--- config.mk ---
export PLATFORM = sky130hd
export DESIGN_NAME = timed_manchester_tx
export DESIGN_NICKNAME = d
export VERILOG_FILES = /design/src/rtl/mtx_pkg.sv /design/src/rtl/mtx_gap_timer.sv /design/src/rtl/mtx_bit_clock.sv /design/src/rtl/mtx_bit_picker.sv /design/src/rtl/timed_manchester_tx.sv
export SDC_FILE = /design/constraint.sdc
export NUM_CORES = 1
export LEC_CHECK = 0
export BUFFER_PORTS_ARGS = -buffer_cell sky130_fd_sc_hd__buf_2
export CAP_MARGIN = 25
export CORE_MARGIN = 5
export CORE_UTILIZATION = 40
export DETAILED_ROUTE_END_ITERATION = 8
export PLACE_DENSITY = 0.67
export REMOVE_ABC_BUFFERS = 1
export SYNTH_ARGS = -nofsm -noshare
export SYNTH_HDL_FRONTEND = slang
export SYNTH_SLANG_ARGS = --single-unit
--- constraint.sdc ---
create_clock -name clk -period 4 [get_ports clk]
set_input_delay 0.8 -clock clk [delete_from_list [all_inputs] [get_ports clk]]
set_output_delay 0.8 -clock clk [all_outputs]
set_load 0.03 [all_outputs]
--- src/rtl/mtx_pkg.sv ---
package mtx_pkg;

  typedef enum logic [1:0] {
    TX_IDLE = 2'd0,
    TX_WAIT = 2'd1,
    TX_SEND = 2'd2
  } tx_state_e;

  // Target count for the gap wait: the delay less the compensation, floored at zero.
  function automatic int gap_target(int dly, int comp);
    return (dly > comp) ? (dly - comp) : 0;
  endfunction

  // Flat position of data bit d: bytes in ascending order, MSB first inside each byte.
  function automatic int frame_pos(int d);
    return (d / 8) * 8 + (7 - (d % 8));
  endfunction

  // Coil level for a bit value at a given period inside the bit.
  function automatic logic manchester_level(logic b, int tmr, int half);
    return (tmr < half) ? b : ~b;
  endfunction

  // Number of data bits actually sent for a requested length.
  function automatic int clamp_len(int len, int cap);
    return (len > cap) ? cap : len;
  endfunction

endpackage

--- src/rtl/mtx_gap_timer.sv ---
module mtx_gap_timer #(
  parameter int CNT_W = 10,
  parameter int TGT_W = 9
) (
  input  logic             clk,
  input  logic             rst_n,
  input  logic             tick,
  input  logic             clr,
  input  logic [TGT_W-1:0] target,
  output logic             reached
);
  localparam logic [CNT_W-1:0] CNT_MAX = '1;

  logic [CNT_W-1:0] cnt_q;

  always_ff @(posedge clk or negedge rst_n) begin
    if (!rst_n)                          cnt_q <= '0;
    else if (clr)                        cnt_q <= '0;
    else if (tick && (cnt_q != CNT_MAX)) cnt_q <= cnt_q + 1'b1;
  end

  assign reached = (cnt_q >= CNT_W'(target));

  AST_GAP_CLEARS: assert property (@(posedge clk) disable iff (!rst_n)
    clr |=> (cnt_q == '0));
  AST_GAP_SATURATES: assert property (@(posedge clk) disable iff (!rst_n)
    ((cnt_q == CNT_MAX) && !clr) |=> (cnt_q == CNT_MAX));

endmodule

--- src/rtl/mtx_bit_clock.sv ---
module mtx_bit_clock #(
  parameter int BIT_PER = 31,
  parameter int TMR_W   = 5
) (
  input  logic             clk,
  input  logic             rst_n,
  input  logic             run,
  input  logic             tick,
  output logic [TMR_W-1:0] tmr,
  output logic             bit_end
);
  assign bit_end = run && tick && (tmr == TMR_W'(BIT_PER - 1));

  always_ff @(posedge clk or negedge rst_n) begin
    if (!rst_n)                tmr <= '0;
    else if (!run || bit_end)  tmr <= '0;
    else if (tick)             tmr <= tmr + 1'b1;
  end

  AST_TMR_RANGE: assert property (@(posedge clk) disable iff (!rst_n)
    int'(tmr) < BIT_PER);
  AST_BIT_RESTART: assert property (@(posedge clk) disable iff (!rst_n)
    bit_end |=> (tmr == '0));
  AST_TMR_ONLY_ON_TICK: assert property (@(posedge clk) disable iff (!rst_n)
    (run && !tick) |=> $stable(tmr));

endmodule

--- src/rtl/mtx_bit_picker.sv ---
module mtx_bit_picker
  import mtx_pkg::*;
#(
  parameter int MAX_BITS = 64,
  parameter int SOF_BITS = 5,
  parameter int IDX_W    = 7
) (
  input  logic [MAX_BITS-1:0] frame,
  input  logic [IDX_W-1:0]    idx,
  output logic                bit_val
);
  localparam int POS_W = $clog2(MAX_BITS);

  logic data_bit;

  assign data_bit = frame[POS_W'(frame_pos(int'(idx) - SOF_BITS))];

  generate
    if (SOF_BITS > 0) begin : g_sof
      assign bit_val = (int'(idx) < SOF_BITS) ? 1'b1 : data_bit;
    end else begin : g_nosof
      assign bit_val = data_bit;
    end
  endgenerate

endmodule

--- src/rtl/timed_manchester_tx.sv ---
module timed_manchester_tx
  import mtx_pkg::*;
#(
  parameter int MAX_BYTES = 8,
  parameter int DLY_W     = 9,
  parameter int SOF_BITS  = 5,
  parameter int HALF_PER  = 15,
  parameter int BIT_PER   = 31,
  parameter int GAP_COMP  = 8,
  localparam int MAX_BITS = MAX_BYTES * 8,
  localparam int LEN_W    = $clog2(MAX_BITS + 1),
  localparam int IDX_W    = $clog2(SOF_BITS + MAX_BITS + 1),
  localparam int TMR_W    = $clog2(BIT_PER + 1),
  localparam int GAP_W    = DLY_W + 1
) (
  input  logic                clk,
  input  logic                rst_n,
  input  logic                carrier_tick,
  input  logic                reader_edge,
  input  logic                tx_start,
  input  logic [MAX_BITS-1:0] frame_bits,
  input  logic [LEN_W-1:0]    bit_len,
  input  logic [DLY_W-1:0]    reply_delay,
  output logic                coil_load,
  output logic                busy,
  output logic                done
);

  tx_state_e           state_q;
  logic [MAX_BITS-1:0] frame_q;
  logic [IDX_W-1:0]    idx_q;
  logic [IDX_W-1:0]    last_q;
  logic [DLY_W-1:0]    tgt_q;
  logic                done_q;

  // Named internal events
  logic             sending;
  logic             gap_clr;
  logic             gap_reached;
  logic             bit_end;
  logic [TMR_W-1:0] bit_tmr;
  logic             cur_bit;
  logic             accept;
  logic             last_bit_end;

  assign sending      = (state_q == TX_SEND);
  assign gap_clr      = reader_edge && !sending;
  assign accept       = tx_start && (state_q == TX_IDLE);
  assign last_bit_end = sending && bit_end && (idx_q == last_q);

  mtx_gap_timer #(
    .CNT_W (GAP_W),
    .TGT_W (DLY_W)
  ) u_gap (
    .clk     (clk),
    .rst_n   (rst_n),
    .tick    (carrier_tick),
    .clr     (gap_clr),
    .target  (tgt_q),
    .reached (gap_reached)
  );

  mtx_bit_clock #(
    .BIT_PER (BIT_PER),
    .TMR_W   (TMR_W)
  ) u_bclk (
    .clk     (clk),
    .rst_n   (rst_n),
    .run     (sending),
    .tick    (carrier_tick),
    .tmr     (bit_tmr),
    .bit_end (bit_end)
  );

  mtx_bit_picker #(
    .MAX_BITS (MAX_BITS),
    .SOF_BITS (SOF_BITS),
    .IDX_W    (IDX_W)
  ) u_pick (
    .frame   (frame_q),
    .idx     (idx_q),
    .bit_val (cur_bit)
  );

  always_ff @(posedge clk or negedge rst_n) begin
    if (!rst_n) begin
      state_q <= TX_IDLE;
      frame_q <= '0;
      idx_q   <= '0;
      last_q  <= '0;
      tgt_q   <= '0;
      done_q  <= 1'b0;
    end else begin
      done_q <= 1'b0;
      unique case (state_q)
        TX_IDLE: begin
          idx_q <= '0;
          if (accept) begin
            frame_q <= frame_bits;
            last_q  <= IDX_W'(SOF_BITS + clamp_len(int'(bit_len), MAX_BITS) - 1);
            tgt_q   <= DLY_W'(gap_target(int'(reply_delay), GAP_COMP));
            state_q <= TX_WAIT;
          end
        end
        TX_WAIT: begin
          if (gap_reached) begin
            idx_q   <= '0;
            state_q <= TX_SEND;
          end
        end
        TX_SEND: begin
          if (last_bit_end) begin
            state_q <= TX_IDLE;
            done_q  <= 1'b1;
          end else if (bit_end) begin
            idx_q <= idx_q + 1'b1;
          end
        end
        default: state_q <= TX_IDLE;
      endcase
    end
  end

  assign coil_load = sending && manchester_level(cur_bit, int'(bit_tmr), HALF_PER);
  assign busy      = (state_q != TX_IDLE);
  assign done      = done_q;

  AST_SEND_NEEDS_GAP: assert property (@(posedge clk) disable iff (!rst_n)
    ((state_q == TX_WAIT) && !gap_reached) |=> !sending);
  AST_REPLY_OPENS_LOADED: assert property (@(posedge clk) disable iff (!rst_n)
    $rose(sending) |-> coil_load);
  AST_RELEASED_AT_DONE: assert property (@(posedge clk) disable iff (!rst_n)
    done |-> !coil_load);
  AST_DONE_ONE_CYCLE: assert property (@(posedge clk) disable iff (!rst_n)
    done |=> !done);
  AST_DONE_NOT_BUSY: assert property (@(posedge clk) disable iff (!rst_n)
    done |-> !busy);
  AST_START_IGNORED: assert property (@(posedge clk) disable iff (!rst_n)
    (busy && tx_start) |=> ($stable(frame_q) && $stable(last_q)));

endmodule

==> implementation parameters, run 1 <==
Parameter                              Value

Run
  Number of max-cap violations    0

Timing
  Slew of the pin with the lowest slew margin    1.06 ns
  Setup violators final    1
  Total count of max-transition violations in the final report    0
  Part of the cycle the worst path needs    101%
  Maximum achievable frequency    247 MHz
  Worst setup slack after layout    -0.0520 ns
  Clk_skew    0.00601 ns
  Unrepaired setup endpoints after global routing    true
  Final Hold Slack    0.470 ns
  Rel. slew slack    29.0%
  Hold Vio Cnt, Final    0
  Minimum period implied by the final worst setup slack    4.05 ns
  Setup TNS    -0.0520 ns

Cells and area
  P&R area growth vs syn    21.3%
  Layout net count    763
  Proportion of layout cells with a drive suffix above 1    24.2%
  Non-Filler Instances    840
  Area of all placed cells without fillers    6490 um2
  Count of inserted antenna diode cells    0
  Final core utilization    49.2%

Global route
  Antenna violations before repair    0
  Vias in the first global route    4368
  Total routing resource utilization after global routing    15.8%
  First-pass GRT wire length    20500 um
  Pin count of the biggest net entering global routing    56
  Remaining global-route overflow    0

Die
  Die footprint    15800 um2
  Die height    126 um
  Chip width    126 um
  Cell Rows    42
  Total core area    13200 um2
  Number of placed I/O pins    88
  Initial core utilization    40.6%

Critical path
  Ordered list of cells on the worst path    inv_2 -> ha_4 -> buf_12 -> mux4_2 -> mux4_2 -> mux4_2 -> or3_4 -> a21oi_4 -> buf_6
  Slowest cell on the critical path    sky130_fd_sc_hd__mux4_2
  Kind of capture point of the worst setup path    output pin
  Cell seen most often among critical-path stages    sky130_fd_sc_hd__mux4_2
  Kind of start point of the critical path    register
  Endpoint arrival time on the critical path    3.25 ns
  Required time reported for the critical path endpoint    3.20 ns
  Critical-path maximum fanout    9
  CP Class    register to output pin
  Max incr delay on CP    0.48 ns

Power
  Switch share    34.0%
  Fraction of power consumed by sequential logic    44.1%
  Combinational cell fraction of total power    32.8%
  Sum of internal, switching and leakage power    3.90 mW
  Static Leakage    3.20 nW
  Largest voltage drop on the vdd net    276 uV
  Total power density per cell area    601 nW/um2
  P_int    2.57 mW
  Power spent charging and discharging nets    1.33 mW
  Clock power share    23.1%

Drt
  Routed wire length    12300 um
  Via count    4197
  Number of detailed-route iterations in the first pass    5
  Routed wire per std cell    14.6 um
  DRC violation count after routing    0
  Via-to-Cell Ratio    5.00
  Post-route antenna net violation count    0
  DR iter-0 viols    278

Place
  Worst setup timing slack at the placement stage    0.0775 ns
  Placement-stage cell area    6000 um2
  Final RePlAce weighted congestion    0.831
  Cell count after placement    819
  Number of port buffers    87
  Estimated wirelength of the detail-placed design    8730 um

Logic synthesis
  Cell with the most instances after synthesis    sky130_fd_sc_hd__nand2_1
  Cell count after synthesis    571
  Syn Area/Cell    9.37 um2
  Area share of the largest cell type after synthesis    49.1%
  Biggest area consumer among synthesized cells    sky130_fd_sc_hd__dfrtp_1
  Yosys synthesis warning count    0
  Number of synthesized flops with an enable pin    0
  Flip-flop and latch count after synthesis    105
  Distinct cells, synth    44
  Register area share after synthesis    49.1%
  Share of async-settable or async-resettable flops after synthesis    100%
  Primary flip-flop cell chosen by synthesis mapping    sky130_fd_sc_hd__dfrtp_1
  Leading cell types by count after synthesis    sky130_fd_sc_hd__nand2_1 (219), sky130_fd_sc_hd__dfrtp_1 (105), sky130_fd_sc_hd__clkbuf_1 (25)
  Biggest area contributors in the synthesized netlist    sky130_fd_sc_hd__dfrtp_1 (49%), sky130_fd_sc_hd__nand2_1 (15%), sky130_fd_sc_hd__mux4_2 (8.8%)
  Summed instance area of the synthesized netlist    5350 um2

CTS
  Clock Sink Count    105
  Clock latency of the later-clocked register in the worst-skew pair    0.35 ns
  TritonCTS clock tree    built
  Root cell of the clock tree    sky130_fd_sc_hd__clkbuf_16
  Buffer depth of the longest clock path    2
  Hold bufs inserted after CTS    0
  Inserted Clock Buffers    9
  H-tree levels    3
  Register clock-pin slew on the reported worst setup and hold paths    0.07 ns

Run status
  Violations in the final reports    negative setup slack
  Result of the run    finished with violations

Hold path
  Min-delay worst type    register to register
==> kinds of logic after synthesis <==
logic type / Yosys count / share of synthesized area (%)
and+or+nand+nor: 292 / 22.8
DFF: 105 / 49.1
AOI/OAI and AO/OA: 59 / 6.66
buffers and inverters: 47 / 3.60
xor gates and xnor gates: 25 / 4.09
muxes: 23 / 9.23
adders and majority gates: 19 / 4.44
other: 1 / 0.0701
==> registers in the layout, summed over array words and instances, names as in the netlist <==
name	flops
last_q	7
done	1
tgt_q	9
idx_q	7
state_q	2
u_gap.cnt_q	10
frame_q	64
u_bclk.tmr	5
==> worst paths after layout <==
check / start / end / slack (ns) / cells after the start
min: frame_q[35]$_DFFE_PN0P_ / frame_q[35]$_DFFE_PN0P_ / 0.47 / 2
max: idx_q[0]$_DFFE_PN0P_ / coil_load / -0.05 / 9
min reg2reg: frame_q[35]$_DFFE_PN0P_ / frame_q[35]$_DFFE_PN0P_ / 0.47 / 2
max in group asynchronous: rst_n / idx_q[3]$_DFFE_PN0P_ / 2.66 / 2
max reg2reg: state_q[1]$_DFFE_PN0P_ / idx_q[6]$_DFFE_PN0P_ / 1.31 / 5
min in group asynchronous: rst_n / u_gap.cnt_q[2]$_DFFE_PN0P_ / 0.51 / 1
==> layer usage <==
layer	global-route usage [%]	vias to the layer above	share of wire (%)	routed length [um]
li1	-	2080	-	-
met1	20.9	2004	45	5480
met2	26.7	103	49	6030
met3	3.64	10	5.3	647
met4	3.64	0	1.0	123
met5	0	-	0	0
==> cell usage in the layout (no fill, tap or decap), types with 4 or more instances in the layout <==
master                      instances
sky130_fd_sc_hd__a31oi_1           10
sky130_fd_sc_hd__nor3_1             7
sky130_fd_sc_hd__xnor2_1           15
sky130_fd_sc_hd__nand2b_1           4
sky130_fd_sc_hd__and3_1             4
sky130_fd_sc_hd__ha_1              16
sky130_fd_sc_hd__nor2_1            17
sky130_fd_sc_hd__o22ai_1            5
sky130_fd_sc_hd__inv_1             17
sky130_fd_sc_hd__mux4_2            21
sky130_fd_sc_hd__buf_2             85
sky130_fd_sc_hd__nor2b_1            6
sky130_fd_sc_hd__dfrtp_1          104
sky130_fd_sc_hd__nand4_1            4
sky130_fd_sc_hd__o21ai_0           17
sky130_fd_sc_hd__xor2_1             7
sky130_fd_sc_hd__nand3_1           12
sky130_fd_sc_hd__clkbuf_16         10
sky130_fd_sc_hd__a21oi_1           10
sky130_fd_sc_hd__nand2_1          218
sky130_fd_sc_hd__buf_4             15
==> critical path: cells and delay by family (launching register included) <==
kind | cells | cell delay, ns
adders and majority gates | 1 | 0.29
buffers and inverters | 3 | 0.35
muxes | 3 | 1.25
DFF | 1 | 0.41
and+or+nand+nor | 1 | 0.40
AOI/OAI and AO/OA | 1 | 0.19
==> power by group through the flow <==
stage / combinational [mW] / clock [mW] / sequential, mW
3_3_place_gp: 1.19 / 0 / 1.74
6_report: 1.28 / 0.902 / 1.72
3_5_place_dp: 1.24 / 0 / 1.74
4_1_cts: 1.28 / 0.918 / 1.73
5_1_grt: 1.47 / 0.953 / 1.77
2_1_floorplan: 0.936 / 0 / 1.65
==> cell type report <==
cell class                      instances  area [um2]
Fill cell                            1199        6700
Tap cell                              176         220
Clock inverter                          4        51.3
Clock buffer                           12         256
Inverter                               19        71.3
Multi-Input combinational cell        419        2640
Sequential cell                       105        2630
Timing Repair Buffer                  105         621
==> repair_timing <==
action	CTS	global route
gates resized for setup	23	4
pin swaps	7	4
buffers inserted	4	0
cloned	0	1
setup endpoints to repair	1	1
Note: power is estimated with default switching activity, not from simulation.
==> inputs of run 2 (changes only) <==
--- a/config.mk
+++ b/config.mk
@@ -7,10 +7,12 @@
 export LEC_CHECK = 0
 export BUFFER_PORTS_ARGS = -buffer_cell sky130_fd_sc_hd__buf_2
 export CAP_MARGIN = 25
+export CELL_PAD_IN_SITES_DETAIL_PLACEMENT = 0
+export CELL_PAD_IN_SITES_GLOBAL_PLACEMENT = 1
 export CORE_MARGIN = 5
-export CORE_UTILIZATION = 40
+export CORE_UTILIZATION = 39
 export DETAILED_ROUTE_END_ITERATION = 8
-export PLACE_DENSITY = 0.67
+export PLACE_DENSITY_LB_ADDON = 0.1
 export REMOVE_ABC_BUFFERS = 1
 export SYNTH_ARGS = -nofsm -noshare
 export SYNTH_HDL_FRONTEND = slang
==> run 2 against run 1 <==
  * Fmax grew 0.51%
  * Die area grew 2.4%
  * Clock skew grew 0.0017 ns
  * Global-route usage grew 1.1 points
  * The run still ends with negative setup slack left
  * Highest routed layer unchanged
  * Clock power shrank 2.8%
  * Worst hold slack gained 0.0023 ns
  * Final area shrank 0.77%
  * Final cell count shrank 0.24%
  * Sequential share of layout area grew 0.30 points
  * Register-to-register slack gained 0.42 ns
==> implementation parameters, run 2 (synthesis results as in run 1) <==
Parameter                              Value

Run status
  Result of the run    finished with violations
  Violations in the final reports    negative setup slack

CTS
  Clock latency of the later-clocked register in the worst-skew pair    0.35 ns
  TritonCTS clock tree    built
  Hold bufs inserted after CTS    0
  H-tree levels    3
  Inserted Clock Buffers    9
  Buffer depth of the longest clock path    2
  Register clock-pin slew on the reported worst setup and hold paths    0.07 ns
  Clock Sink Count    105
  Root cell of the clock tree    sky130_fd_sc_hd__clkbuf_16

Critical path
  Path depth of the worst reg2reg path    7
  Cell seen most often among critical-path stages    sky130_fd_sc_hd__mux4_2
  Capturing element of the worst setup path    coil_load
  Endpoint arrival time on the critical path    3.23 ns
  Minimum setup slack among reg-to-reg paths    1.73 ns
  Cell depth of the worst setup path    9
  Slowest cell on the critical path    sky130_fd_sc_hd__mux4_2
  Kind of capture point of the worst setup path    output pin
  Launch point of the worst reg-to-reg path    u_gap.cnt_q[7]$_DFFE_PN0P_
  Launch point of the critical path    idx_q[0]$_DFFE_PN0P_
  Critical path's top delay family    multiplexers
  Worst r2r dst    idx_q[4]$_DFFE_PN0P_
  Critical-path maximum fanout    9
  Ordered list of cells on the worst path    inv_2 -> ha_4 -> buf_12 -> mux4_2 -> mux4_2 -> mux4_2 -> or3_4 -> a21oi_4 -> buf_6
  CP Class    register to output pin
  Kind of start point of the critical path    register
  CP bufs+invs    3
  Required time reported for the critical path endpoint    3.20 ns
  Max incr delay on CP    0.49 ns

Timing
  Part of the cycle the worst path needs    101%
  Unrepaired setup endpoints after global routing    true
  Rel. slew slack    39.8%
  Setup violators final    1
  Minimum period implied by the final worst setup slack    4.03 ns
  Maximum achievable frequency    248 MHz
  Total count of max-transition violations in the final report    0
  Slew of the pin with the lowest slew margin    0.903 ns
  Final Hold Slack    0.473 ns
  Worst setup slack after layout    -0.0316 ns
  Clk_skew    0.00771 ns
  Hold Vio Cnt, Final    0

Cells and area
  Area occupied by registers    2630 um2
  Most frequent standard cell in the layout excluding fill and tap cells    sky130_fd_sc_hd__nand2_1
  Number of fill cells    1329
  Final core utilization    48.3%
  Non-Filler Instances    838
  Layout net count    761
  Proportion of layout cells with a drive suffix above 1    23.4%
  P&R area growth vs syn    20.3%
  Most frequent cells in the layout    sky130_fd_sc_hd__nand2_1 (218), sky130_fd_sc_hd__dfrtp_1 (105), sky130_fd_sc_hd__buf_2 (85)
  Max FFs per register    64
  Registers with the most flip-flops    frame_q x64, u_gap.cnt_q x10, tgt_q x9
  Count of inserted antenna diode cells    0
  Most flop-heavy register    frame_q
  Combined area of the multi-input logic cells    2630 um2
  Area of all placed cells without fillers    6440 um2

Die
  Cell Rows    42
  Die footprint    16200 um2
  Die height    127 um
  Initial core utilization    40.1%
  Total core area    13300 um2
  Chip width    127 um
  Number of placed I/O pins    88

Drt
  DR iter-0 viols    203
  Routed wire length    12900 um
  Routed wire per std cell    15.3 um
  Number of detailed-route iterations in the first pass    4
  DRC violation count after routing    0
  Via-to-Cell Ratio    4.97
  Post-route antenna net violation count    0
  Via count    4161

Global route
  Remaining global-route overflow    0
  Total routing resource utilization after global routing    16.9%
  Vias in the first global route    4314
  Antenna violations before repair    0
  Pin count of the biggest net entering global routing    55
  First-pass GRT wire length    21800 um

Power
  Total power density per cell area    604 nW/um2
  Static Leakage    3.18 nW
  Largest voltage drop on the vdd net    331 uV

Place
  Placement-stage cell area    6010 um2
  Cell count after placement    820
  Final RePlAce weighted congestion    0.744
  Number of port buffers    87
  Estimated wirelength of the detail-placed design    9230 um

Hold path
  Min-delay worst type    register to register
  Worst hold path depth    2

Run
  Number of max-cap violations    0
==> run 2: layer usage <==
| metal | track usage [%] | wire length (um) |
|---|---|---|
| met1 | 22.7 | 5860 |
| met2 | 28.1 | 6390 |
| met3 | 3.92 | 459 |
| met4 | 3.97 | 144 |
| met5 | 0 | 0 |
==> run 2: cell type report <==
cell class,count,share of cell area [%]
clock buffer,12,3.67
clock inverter,4,0.835
inverter,19,1.11
multi-input combinational,419,40.8
sequential,105,40.8
tap,176,3.42
timing repair buffer,103,9.38
==> run 2: how the worst min path moves through the flow <==
stage / start / slack (ns) / to
finish: frame_q[39]$_DFFE_PN0P_ / 0.47 / frame_q[39]$_DFFE_PN0P_
global route: frame_q[51]$_DFFE_PN0P_ / 0.50 / frame_q[51]$_DFFE_PN0P_
CTS: frame_q[39]$_DFFE_PN0P_ / 0.48 / frame_q[39]$_DFFE_PN0P_
detailed placement: frame_q[39]$_DFFE_PN0P_ / 0.46 / frame_q[39]$_DFFE_PN0P_
global placement: frame_q[24]$_DFFE_PN0P_ / 0.46 / frame_q[24]$_DFFE_PN0P_
floorplan: frame_q[10]$_DFFE_PN0P_ / 0.44 / frame_q[10]$_DFFE_PN0P_
==> run 2: per-stage QoR <==
step	worst slack (ns)	power (mW)	setup TNS, ns
CTS	-0.0827	3.95	-0.0827
floorplan	-0.662	2.59	-0.662
finish	-0.0316	3.89	-0.0316
global placement	0.133	2.98	0
global route	-0.251	4.21	-0.251
detailed placement	0.120	3.02	0
==> run 2: worst register-to-register path: cells and delay by family, from the launching register on <==
family	cells	cell delay (ns)
adders and majority gates	1	0.32
AOI/OAI and AO/OA	4	1.14
and+or+nand+nor	2	0.31
DFF	1	0.43
==> run 2: where the power goes <==
| group | switching [mW] | internal (mW) |
|---|---|---|
| Clock | 0.390 | 0.488 |
| Combinational | 0.693 | 0.583 |
| Sequential | 0.266 | 1.47 |
| Total | 1.35 | 2.54 |
==> run 2: repair_timing <==
| action | CTS | global route |
|---|---|---|
| gates cloned | 1 | 0 |
| pin swaps | 9 | 7 |
| resized for setup | 19 | 5 |
| setup buffers | 1 | 0 |
| endpoints found under the setup margin | 1 | 1 |
==> inputs of run 3 (changes only) <==
--- a/config.mk
+++ b/config.mk
@@ -5,13 +5,16 @@
 export SDC_FILE = /design/constraint.sdc
 export NUM_CORES = 1
 export LEC_CHECK = 0
+export ABC_AREA = 1
 export BUFFER_PORTS_ARGS = -buffer_cell sky130_fd_sc_hd__buf_2
 export CAP_MARGIN = 25
 export CELL_PAD_IN_SITES_DETAIL_PLACEMENT = 0
 export CELL_PAD_IN_SITES_GLOBAL_PLACEMENT = 1
 export CORE_MARGIN = 5
-export CORE_UTILIZATION = 39
+export CORE_UTILIZATION = 38
+export CTS_CLUSTER_DIAMETER = 120
 export DETAILED_ROUTE_END_ITERATION = 8
+export GPL_ROUTABILITY_DRIVEN = 0
 export PLACE_DENSITY_LB_ADDON = 0.1
 export REMOVE_ABC_BUFFERS = 1
 export SYNTH_ARGS = -nofsm -noshare
==> run 3 against run 2 <==
  * The run now ends clean
  * Combinational power grew 47%
  * Wire length grew 11%
  * Total power grew 14%
  * Worst setup slack gained 0.29 ns
  * Die area grew 9.6%
  * Clock power grew 3.0%
  * Synthesized cell count grew 34%
  * Register-to-register slack gained 0.29 ns
  * Worst hold slack gained 0.0074 ns
  * Sequential share of layout area shrank 1.6 points
  * Critical endpoint unchanged
==> implementation parameters, run 3 <==
Parameter                              Value

Critical path
  Critical-path maximum fanout    11
  Slowest cell on the critical path    sky130_fd_sc_hd__dfrtp_2
  Kind of capture point of the worst setup path    output pin
  CP Class    register to output pin
  Cell seen most often among critical-path stages    sky130_fd_sc_hd__nor2_1
  Max incr delay on CP    0.44 ns
  Kind of start point of the critical path    register
  Ordered list of cells on the worst path    inv_6 -> ha_2 -> inv_1 -> nand2_1 -> nand2_2 -> a2111oi_4 -> ha_2 -> xnor2_4 -> xor2_2 -> nor2_1 -> nor2_1 -> nand3_1 -> nand3_2 -> nor2_1 -> nor2_2 -> buf_6
  Required time reported for the critical path endpoint    3.20 ns
  Endpoint arrival time on the critical path    2.94 ns

Drt
  Routed wire per std cell    13.8 um
  Number of detailed-route iterations in the first pass    4
  Routed wire length    14300 um
  Post-route antenna net violation count    0
  Via-to-Cell Ratio    4.81
  DRC violation count after routing    0
  DR iter-0 viols    309
  Via count    4980

Die
  Initial core utilization    38.3%
  Total core area    15000 um2
  Die footprint    17700 um2
  Chip width    133 um
  Die height    133 um
  Cell Rows    45
  Number of placed I/O pins    88

Global route
  Antenna violations before repair    0
  Pin count of the biggest net entering global routing    79
  Total routing resource utilization after global routing    16.9%
  First-pass GRT wire length    24400 um
  Remaining global-route overflow    0
  Vias in the first global route    4904

Timing
  Setup violators final    0
  Hold Vio Cnt, Final    0
  Part of the cycle the worst path needs    93.6%
  Worst setup slack after layout    0.256 ns
  Slew of the pin with the lowest slew margin    0.860 ns
  Clk_skew    0.00622 ns
  Total count of max-transition violations in the final report    0
  Maximum achievable frequency    267 MHz
  Minimum period implied by the final worst setup slack    3.74 ns
  Rel. slew slack    42.7%

Power
  Fraction of power consumed by sequential logic    37.4%
  Largest voltage drop on the vdd net    441 uV
  Power spent charging and discharging nets    1.77 mW
  P_int    2.67 mW
  Switch share    39.9%
  Clock power share    20.3%
  Total power density per cell area    661 nW/um2
  Combinational cell fraction of total power    42.3%
  Static Leakage    3.45 nW

Place
  Estimated wirelength of the detail-placed design    10100 um
  Worst setup timing slack at the placement stage    0.329 ns
  Placement-stage cell area    6350 um2
  Cell count after placement    1018
  Number of port buffers    87

Logic synthesis
  Area share of the largest cell type after synthesis    45.6%
  Flip-flop and latch count after synthesis    105
  Biggest area consumer among synthesized cells    sky130_fd_sc_hd__dfrtp_1
  Cell with the most instances after synthesis    sky130_fd_sc_hd__nand2_1
  Cell count after synthesis    764
  Leading cell types by count after synthesis    sky130_fd_sc_hd__nand2_1 (238), sky130_fd_sc_hd__dfrtp_1 (105), sky130_fd_sc_hd__inv_1 (86)
  Yosys synthesis warning count    0
  Number of synthesized flops with an enable pin    0
  Summed instance area of the synthesized netlist    5760 um2
  Share of async-settable or async-resettable flops after synthesis    100%
  Distinct cells, synth    41
  Biggest area contributors in the synthesized netlist    sky130_fd_sc_hd__dfrtp_1 (46%), sky130_fd_sc_hd__nand2_1 (16%), sky130_fd_sc_hd__nand3_1 (5.9%)
  Syn Area/Cell    7.54 um2
  Register area share after synthesis    45.6%
  Primary flip-flop cell chosen by synthesis mapping    sky130_fd_sc_hd__dfrtp_1

CTS
  Clock Sink Count    105
  Register clock-pin slew on the reported worst setup and hold paths    0.07 ns
  TritonCTS clock tree    built
  Clock latency of the later-clocked register in the worst-skew pair    0.35 ns
  Buffer depth of the longest clock path    2
  Inserted Clock Buffers    9
  Root cell of the clock tree    sky130_fd_sc_hd__clkbuf_16
  H-tree levels    3

Cells and area
  Non-Filler Instances    1035
  Layout net count    946
  Proportion of layout cells with a drive suffix above 1    16.2%
  Max FFs per register    64
  P&R area growth vs syn    16.5%
  Final core utilization    44.7%
  Most frequent cells in the layout    sky130_fd_sc_hd__nand2_1 (238), sky130_fd_sc_hd__dfrtp_1 (104), sky130_fd_sc_hd__inv_1 (85), sky130_fd_sc_hd__buf_2 (85)
  Most frequent standard cell in the layout excluding fill and tap cells    sky130_fd_sc_hd__nand2_1
  Area of all placed cells without fillers    6720 um2
  Registers with the most flip-flops    frame_q x64, u_gap.cnt_q x10, tgt_q x9
  Number of fill cells    1576
  Most flop-heavy register    frame_q
  Count of inserted antenna diode cells    0

Hold path
  Min-delay worst type    register to register

Run status
  Result of the run    complete, no violations

Run
  Number of max-cap violations    0
## run 3: changes by cell type after synthesis, sizes merged, moves of 7 or more
cell,delta
xnor2,-11
nand3,+57
clkbuf,-15
mux4,-21
inv,+73
nand2,+22
buf,+17
nor2,+53
o21ai,+50
a31oi,-7
nand4,+7
nor2b,-7
## run 3: final timing paths
path / from / endpoint / slack [ns] / cells past startpoint
min in group asynchronous: rst_n / frame_q[17]$_DFFE_PN0P_ / 0.54 / 1
min reg2reg: frame_q[35]$_DFFE_PN0P_ / frame_q[35]$_DFFE_PN0P_ / 0.48 / 2
min: frame_q[35]$_DFFE_PN0P_ / frame_q[35]$_DFFE_PN0P_ / 0.48 / 2
max: idx_q[0]$_DFFE_PN0P_ / coil_load / 0.26 / 16
max reg2reg: u_gap.cnt_q[1]$_DFFE_PN0P_ / u_gap.cnt_q[9]$_DFFE_PN0P_ / 2.02 / 11
max in group asynchronous: rst_n / idx_q[0]$_DFFE_PN0P_ / 2.57 / 2
## run 3: cells by family after synthesis
family          share of synthesized area (%)
simple gates                             29.9
buf+inv                                  9.21
flops                                    45.6
compound gates                           8.45
fa+ha+maj                                4.13
xor+xnor                                 2.61
other cells                            0.0651
## run 3: area by class of cell
type                       count  area [um2]  share of cell area (%)
tap                          188         235                    3.50
sequential                   105        2630                    39.1
clock inverter                 2        37.5                   0.559
multi-input combinational    536        2660                    39.5
clock buffer                  14         264                    3.93
timing repair buffer          97         532                    7.92
inverter                      93         363                    5.40
## run 3: power by group through the flow
| stage | logic (mW) | registers (mW) | clock network [mW] |
|---|---|---|---|
| after CTS | 1.89 | 1.66 | 0.943 |
| after detailed placement | 1.86 | 1.68 | 0 |
| after global placement | 1.82 | 1.67 | 0 |
| final | 1.88 | 1.66 | 0.903 |
| after global routing | 2.19 | 1.71 | 0.976 |
| after floorplan | 1.30 | 1.66 | 0 |
## run 3: metal layers
layer	vias to the layer above	global-route usage, %	routed length [um]
met5	-	0	0
met4	0	5.71	250
met3	15	3.17	475
met2	78	26.5	6580
met1	2319	23.7	6960
li1	2568	-	-
## run 3: per-stage QoR
step | total power, mW | hold WS [ns] | setup TNS (ns)
after global routing | 4.88 | 0.502 | -0.0131
after detailed placement | 3.54 | 0.464 | 0
after floorplan | 2.96 | 0.444 | -0.417
final | 4.44 | 0.480 | 0
after CTS | 4.49 | 0.485 | 0
after global placement | 3.50 | 0.457 | 0
## run 3: repair_timing
item / CTS / global route
hold buffers: 0 / 0
pin swaps: 1 / 0
gates resized for setup: 5 / 8
buffers inserted: 0 / 1
gates cloned: 0 / 0
setup endpoints to repair: 1 / 1
## run 3: critical path: cells and delay by family, from the launching register on
family / cells / cell delay, ns
buffers and inverters: 3 / 0.28
AOI/OAI and AO/OA: 1 / 0.29
DFF: 1 / 0.44
adders and majority gates: 2 / 0.46
and+or+nand+nor: 8 / 0.77
xor gates and xnor gates: 2 / 0.34
